$ cat config.mk
export PLATFORM = sky130hd
export DESIGN_NAME = sram_ctl
export DESIGN_NICKNAME = d
export VERILOG_FILES = /design/src/rtl/sram_ctl_pkg.sv /design/src/rtl/sram_pwrup_wait.sv /design/src/rtl/sram_cycle_timer.sv /design/src/rtl/sram_ctl.sv
export SDC_FILE = /design/constraint.sdc
export NUM_CORES = 1
export LEC_CHECK = 0
export BUFFER_PORTS_ARGS = -buffer_cell sky130_fd_sc_hd__buf_2
export CORE_MARGIN = 2
export CORE_UTILIZATION = 48
export DETAILED_ROUTE_END_ITERATION = 10
export PLACE_DENSITY = 0.75
export SETUP_SLACK_MARGIN = 0.5
export SYNTH_ARGS = -nofsm -noshare
export SYNTH_HDL_FRONTEND = slang
export SYNTH_SLANG_ARGS = --single-unit
$ cat constraint.sdc
create_clock -name clk -period 4.9 [get_ports clk]
set_input_delay 0.245 -clock clk [delete_from_list [all_inputs] [get_ports clk]]
set_output_delay 0.245 -clock clk [all_outputs]
set_load 0.01 [all_outputs]
$ cat src/rtl/sram_ctl_pkg.sv
package sram_ctl_pkg;
  typedef enum logic [2:0] {
    ST_IDLE = 3'd0,
    ST_READ = 3'd1,
    ST_TURN = 3'd2,
    ST_WPULSE = 3'd3,
    ST_WEND = 3'd4
  } ctl_state_t;

  function automatic int cyc_ceil(input int t_ps, input int clk_ps);
    int n;
    n = (t_ps + clk_ps - 1) / clk_ps;
    return (n < 1) ? 1 : n;
  endfunction
endpackage

$ cat src/rtl/sram_pwrup_wait.sv
module sram_pwrup_wait #(
  parameter int WAIT_N = 25000
) (
  input  logic clk,
  input  logic rst,
  output logic ready
);
  localparam int CW = $clog2(WAIT_N + 1);
  logic [CW-1:0] cnt;

  always_ff @(posedge clk) begin
    if (rst) begin
      cnt   <= '0;
      ready <= 1'b0;
    end else if (!ready) begin
      cnt <= cnt + 1'b1;
      if (cnt == CW'(WAIT_N - 1)) ready <= 1'b1;
    end
  end
endmodule

$ cat src/rtl/sram_cycle_timer.sv
module sram_cycle_timer #(
  parameter int TW = 4
) (
  input  logic          clk,
  input  logic          rst,
  input  logic          load,
  input  logic [TW-1:0] load_val,
  output logic          done
);
  logic [TW-1:0] cnt;

  always_ff @(posedge clk) begin
    if (rst)             cnt <= '0;
    else if (load)       cnt <= load_val;
    else if (cnt != '0)  cnt <= cnt - 1'b1;
  end

  assign done = (cnt == '0);
endmodule

$ cat src/rtl/sram_ctl.sv
module sram_ctl
  import sram_ctl_pkg::*;
#(
  parameter int AW        = 17,
  parameter int DW        = 8,
  parameter int CLK_PS    = 4000,
  parameter int T_AA_PS   = 10000,
  parameter int T_DOE_PS  = 5000,
  parameter int T_PWE_PS  = 7000,
  parameter int T_SD_PS   = 5000,
  parameter int T_WC_PS   = 10000,
  parameter int T_HZ_PS   = 5000,
  parameter int T_PWRUP_PS = 100000000
) (
  input  logic          clk,
  input  logic          rst,
  input  logic          req_valid,
  input  logic          req_write,
  input  logic [AW-1:0] req_addr,
  input  logic [DW-1:0] req_wdata,
  output logic          req_ready,
  output logic          wr_ack,
  output logic          rd_valid,
  output logic [DW-1:0] rd_data,
  output logic [AW-1:0] mem_addr,
  output logic [DW-1:0] mem_dout,
  output logic          mem_doe,
  input  logic [DW-1:0] mem_din,
  output logic          mem_ce_n,
  output logic          mem_oe_n,
  output logic          mem_we_n
);
  localparam int RD_N    = cyc_ceil((T_AA_PS > T_DOE_PS) ? T_AA_PS : T_DOE_PS, CLK_PS);
  localparam int PWE_N   = cyc_ceil(T_PWE_PS, CLK_PS);
  localparam int SD_N    = cyc_ceil(T_SD_PS, CLK_PS);
  localparam int WCM_N   = cyc_ceil(T_WC_PS, CLK_PS) - 1;
  localparam int PULSE_A = (PWE_N > SD_N) ? PWE_N : SD_N;
  localparam int PULSE_N = (PULSE_A > WCM_N) ? PULSE_A : WCM_N;
  localparam int TURN_N  = cyc_ceil(T_HZ_PS, CLK_PS);
  localparam int PWRUP_N = cyc_ceil(T_PWRUP_PS, CLK_PS);
  localparam int MAX_A   = (RD_N > PULSE_N) ? RD_N : PULSE_N;
  localparam int MAX_N   = (MAX_A > TURN_N) ? MAX_A : TURN_N;
  localparam int TW      = $clog2(MAX_N + 1);

  ctl_state_t    st, st_nx;
  logic          up_rdy;
  logic          t_load, t_done;
  logic [TW-1:0] t_val;
  logic [DW-1:0] wbuf, wbuf_nx;
  logic          prev_rd, prev_rd_nx;
  logic [AW-1:0] addr_nx;
  logic [DW-1:0] dout_nx, rdat_nx;
  logic          doe_nx, ce_nx, oe_nx, we_nx, ack_nx, rv_nx;
  logic          take;

  sram_pwrup_wait #(.WAIT_N(PWRUP_N)) u_wait (
    .clk(clk), .rst(rst), .ready(up_rdy)
  );

  sram_cycle_timer #(.TW(TW)) u_tmr (
    .clk(clk), .rst(rst), .load(t_load), .load_val(t_val), .done(t_done)
  );

  assign req_ready = up_rdy && (st == ST_IDLE);
  assign take      = req_ready && req_valid;

  always_comb begin
    st_nx      = st;
    t_load     = 1'b0;
    t_val      = '0;
    wbuf_nx    = wbuf;
    prev_rd_nx = prev_rd;
    addr_nx    = mem_addr;
    dout_nx    = mem_dout;
    rdat_nx    = rd_data;
    doe_nx     = mem_doe;
    ce_nx      = mem_ce_n;
    oe_nx      = mem_oe_n;
    we_nx      = mem_we_n;
    ack_nx     = 1'b0;
    rv_nx      = 1'b0;
    case (st)
      ST_IDLE: begin
        if (take) begin
          addr_nx = req_addr;
          ce_nx   = 1'b0;
          t_load  = 1'b1;
          if (!req_write) begin
            st_nx      = ST_READ;
            oe_nx      = 1'b0;
            t_val      = TW'(RD_N - 1);
            prev_rd_nx = 1'b1;
          end else begin
            wbuf_nx    = req_wdata;
            prev_rd_nx = 1'b0;
            if (prev_rd) begin
              st_nx = ST_TURN;
              t_val = TW'(TURN_N - 1);
            end else begin
              st_nx   = ST_WPULSE;
              we_nx   = 1'b0;
              doe_nx  = 1'b1;
              dout_nx = req_wdata;
              t_val   = TW'(PULSE_N - 1);
            end
          end
        end
      end
      ST_READ: begin
        if (t_done) begin
          rdat_nx = mem_din;
          rv_nx   = 1'b1;
          ce_nx   = 1'b1;
          oe_nx   = 1'b1;
          st_nx   = ST_IDLE;
        end
      end
      ST_TURN: begin
        if (t_done) begin
          st_nx   = ST_WPULSE;
          we_nx   = 1'b0;
          doe_nx  = 1'b1;
          dout_nx = wbuf;
          t_load  = 1'b1;
          t_val   = TW'(PULSE_N - 1);
        end
      end
      ST_WPULSE: begin
        if (t_done) begin
          st_nx  = ST_WEND;
          we_nx  = 1'b1;
          doe_nx = 1'b0;
          ack_nx = 1'b1;
        end
      end
      ST_WEND: begin
        ce_nx = 1'b1;
        st_nx = ST_IDLE;
      end
      default: st_nx = ST_IDLE;
    endcase
  end

  always_ff @(posedge clk) begin
    if (rst) begin
      st       <= ST_IDLE;
      wbuf     <= '0;
      prev_rd  <= 1'b0;
      mem_addr <= '0;
      mem_dout <= '0;
      rd_data  <= '0;
      mem_doe  <= 1'b0;
      mem_ce_n <= 1'b1;
      mem_oe_n <= 1'b1;
      mem_we_n <= 1'b1;
      wr_ack   <= 1'b0;
      rd_valid <= 1'b0;
    end else begin
      st       <= st_nx;
      wbuf     <= wbuf_nx;
      prev_rd  <= prev_rd_nx;
      mem_addr <= addr_nx;
      mem_dout <= dout_nx;
      rd_data  <= rdat_nx;
      mem_doe  <= doe_nx;
      mem_ce_n <= ce_nx;
      mem_oe_n <= oe_nx;
      mem_we_n <= we_nx;
      wr_ack   <= ack_nx;
      rd_valid <= rv_nx;
    end
  end

  // Strobe-low counter used only by the pulse-length property
  logic [TW:0] we_low_cnt;
  always_ff @(posedge clk) begin
    if (rst)            we_low_cnt <= '0;
    else if (!mem_we_n) we_low_cnt <= we_low_cnt + 1'b1;
    else                we_low_cnt <= '0;
  end


  pwrup_hold_chk: assert property (@(posedge clk) disable iff (rst)
    !up_rdy |-> (mem_ce_n && !req_ready));

  we_sel_chk: assert property (@(posedge clk) disable iff (rst)
    !mem_we_n |-> (!mem_ce_n && mem_oe_n));

  no_clash_chk: assert property (@(posedge clk) disable iff (rst)
    !(mem_doe && !mem_oe_n));

  release_chk: assert property (@(posedge clk) disable iff (rst)
    $rose(mem_we_n) |-> !mem_doe);

  idle_quiet_chk: assert property (@(posedge clk) disable iff (rst)
    req_ready |-> (mem_ce_n && mem_oe_n && mem_we_n && !mem_doe));

  addr_hold_chk: assert property (@(posedge clk) disable iff (rst)
    (!mem_ce_n && $past(!mem_ce_n)) |-> $stable(mem_addr));

  pulse_len_chk: assert property (@(posedge clk) disable iff (rst)
    $rose(mem_we_n) |-> (we_low_cnt >= (TW+1)'(PULSE_N)));

  done_excl_chk: assert property (@(posedge clk) disable iff (rst)
    !(rd_valid && wr_ack));
endmodule

==> results by group <==
Setup path
  • Critical Path Start: st[1]
  • Critical-path cell list: or4b_4, inv_1, buf_2
  • Critical path's slowest cell: or4b_4
  • Buf+Inv Stages, Crit Path: 2
  • CP Data Required Time: 4.66 ns
  • Crit path DAT: 2.57 ns
  • Worst-path fanout max: 30
  • CP Launch Type: register
  • WS Path Type: reg2out
  • Crit. End Element: output pin
  • CP top delay family: buffers and inverters
  • Reg-to-reg startpoint: st[1]
  • Worst path max stage delay: 0.75 ns

Synth
  • Synth Area in Compound Gates: 21.7%
  • Post-synthesis mux area share: 4.72%
  • Syn Inst Count: 360
  • Mapped cell area: 3100 µm²
  • #FFs+latches synth: 69
  • Simple-Gate Fraction of Synth Area: 21.6%
  • Synth Warn #: 0
  • Synth area leaders: dfxtp_1 45%, a21oi_1 6.8%, o21ai_0 5.0%
  • Avg Cell Area, Syn: 8.61 µm²
  • Sequential fraction of the synthesis area: 44.6%
  • Synth Area in Adders: 0.807%
  • Largest family of logic cells by synthesized area: compound AO/OA/AOI/OAI gates
  • Distinct cell type count after synthesis: 46
  • Synth Net Count: 399
  • Post-synth top area cell: dfxtp_1
  • Share of the synthesized area in the top cell type: 44.6%
  • Xor/xnor share of the synthesized area: 1.13%

Final layout
  • Ant diodes: 0
  • NumNets Final: 459
  • Commonest non-fill, non-tap cell in the layout: buf_2
  • Fillers: 575
  • FF+latch area: 1380 µm²
  • Most frequent cells in the layout: 76 x buf_2, 69 x dfxtp_1, 42 x a21oi_1
  • Layout Cell Area excl Fill: 3670 µm²
  • Multi-input logic area: 1550 µm²
  • Layout cell share with drive strength beyond 1: 24.9%
  • Area delta synth->final: 18.3%
  • Post-layout util: 58.1%

Routing
  • Vias per inst: 5.63
  • DR pass1 iterations: 4
  • Routed Antenna Nets: 0
  • Vias: 2825
  • DRC violations left: 0
  • Routed WL: 6.89 mm
  • Routed WL per cell: 13.7 µm
  • DR iter-0 viols: 176

Flow run
  • Total of max-cap violations: 0

STA
  • Worst Max-Slew Pin Slew: 0.828 ns
  • # setup viols final: 0
  • Worst slew margin: 44.8%
  • Fin Clk Skew: 0.00742 ns
  • Fin crit period: 2.82 ns
  • Final Max Slew Viols: 0
  • Setup_tns: 0 ns
  • Hold slack final: 0.132 ns
  • RSZ-0062 raised after global routing: no
  • Max Freq: 355 MHz
  • Final Hold Viols: 0
  • Tcrit/Tclk final: 57.5%

Clocking
  • Clk root buf: clkbuf_8
  • Cts hold-fix bufs: 0
  • Setup Buffers After CTS: 0
  • CTS resizes: 0
  • CTS sink count: 69
  • CTS tree: built
  • Clk buf depth: 2
  • Clock-pin transition on the worst setup and hold timing paths: 0.08 ns
  • # H-tree levels: 3
  • Worst skew pair latency: 0.34 ns
  • Cts bufs inserted: 9

Hold path
  • Hold WC Path Type: in2reg
  • Hold Startpoint: mem_din[4]

Place
  • Placed Area: 3470 µm²
  • RePlAce Congestion: 0.812
  • Post-DP HPWL: 4.49 mm
  • PortBufs: 76

Floorplan
  • Die Span Y: 84.4 µm
  • Rows: 29
  • Full die area: 7120 µm²
  • Starting Density: 49.1%
  • CORE AREA: 6310 µm²
  • Die X-Extent: 84.4 µm
  • Ports: 77

Power and ir drop
  • Sequential share of power: 50.9%
  • Sw Pwr: 0.000288 W
  • Pwr dens: 310 nW/µm²
  • Leakage: 1.43 nW
  • Logic pwr share: 8.8%
  • Internal: 0.000849 W
  • Switching share of power: 25.3%
  • Clock share of power: 40.4%
  • Peak supply drop: 0.218 mV

Global routing
  • Pin count of the biggest net entering global routing: 72
  • Tot GR Track Use: 20.1%
  • Vias in the first global route: 2542
  • Grt ovf: 0
  • Initial antenna violation count: 0
  • First-pass GRT wire length: 11.9 mm

Status
  • Outcome: finished clean
==> cells by family (layout without fill, tap and decap cells) <==
kind of cell | Yosys count | count (layout)
flops | 69 | 69
buf+inv | 40 | 105
xor+xnor | 4 | 4
compound gates | 109 | 109
simple gates | 122 | 122
mux | 14 | 14
fa+ha+maj | 2 | 2
==> worst paths after layout <==
check               endpoint  slack, ns  cells past startpoint
setup / recovery   req_ready       2.08                      3
hold / removal    rd_data[4]       0.13                      3
setup reg to reg     prev_rd       2.46                      4
hold reg to reg   rd_data[6]       0.45                      2
==> metal layers <==
metal	share of wire (%)	vias to the layer above	global-route usage, %
li1	-	1439	-
met1	47	1310	27.6
met2	46	67	30.3
met3	5.5	9	6.10
met4	1.4	0	6.93
met5	0	-	0
==> metrics by stage <==
step	worst slack, ns	power, W	instances
floorplan	3.29	0.000659	360
global placement	2.47	0.000686	486
detailed placement	2.46	0.000690	486
CTS	2.07	0.00115	502
global route	1.86	0.00119	502
finish	2.08	0.00114	502
==> registers in the layout, summed over array words and instances (netlist names) <==
| name | count |
|---|---|
| wr_ack | 1 |
| mem_addr | 17 |
| u_tmr.cnt | 2 |
| rd_data | 8 |
| mem_ce_n | 1 |
| prev_rd | 1 |
| mem_oe_n | 1 |
| mem_dout | 8 |
| wbuf | 8 |
| u_wait.cnt | 15 |
| st | 3 |
| mem_we_n | 1 |
| rd_valid | 1 |
| u_wait.ready | 1 |
| mem_doe | 1 |
==> cell type report <==
type / instances / area share (%)
Tap cell: 77 / 2.63
Clock inverter: 7 / 2.08
Sequential cell: 69 / 37.7
Timing Repair Buffer: 79 / 11.0
Clock buffer: 9 / 3.38
Multi-Input combinational cell: 251 / 42.2
Inverter: 10 / 1.02
==> power groups by stage <==
stage | registers (W) | clock network [W] | logic [W]
finish | 0.000578 | 0.000459 | 0.0000996
CTS | 0.000578 | 0.000472 | 0.0000988
detailed placement | 0.000591 | 0 | 0.0000985
global placement | 0.000590 | 0 | 0.0000951
floorplan | 0.000589 | 0 | 0.0000695
global route | 0.000580 | 0.000498 | 0.000111
==> worst register-to-register path: cells and delay by family, from the launching register on <==
family                 cells  cell delay [ns]
and+or+nand+nor            1             0.75
buffers and inverters      1             0.67
DFF                        1             0.55
AOI/OAI and AO/OA          2             0.39
==> cell usage after synthesis (all sizes together) <==
library cell,number
dfxtp,69
a21oi,42
o21ai,31
nand3,28
nand2,24
nor2,23
clkbuf,19
buf,11
inv,10
a2111oi,9
mux2i,9
nor3,9
o2bb2ai,8
nor2b,7
mux2,5
nand4b,5
nor4,5
and2,4
o31ai,4
or4,4
or3,3
or4b,3
xor2,3
a211oi,2
ha,2
nand4,2
nor3b,2
o211ai,2
o21a,2
o221ai,2
a211o,1
a221oi,1
a311o,1
a41oi,1
nand4bb,1
nor4bb,1
o211a,1
o221a,1
o311ai,1
or4bb,1
xnor2,1
No activity file was read; power rests on OpenSTA's default activity.
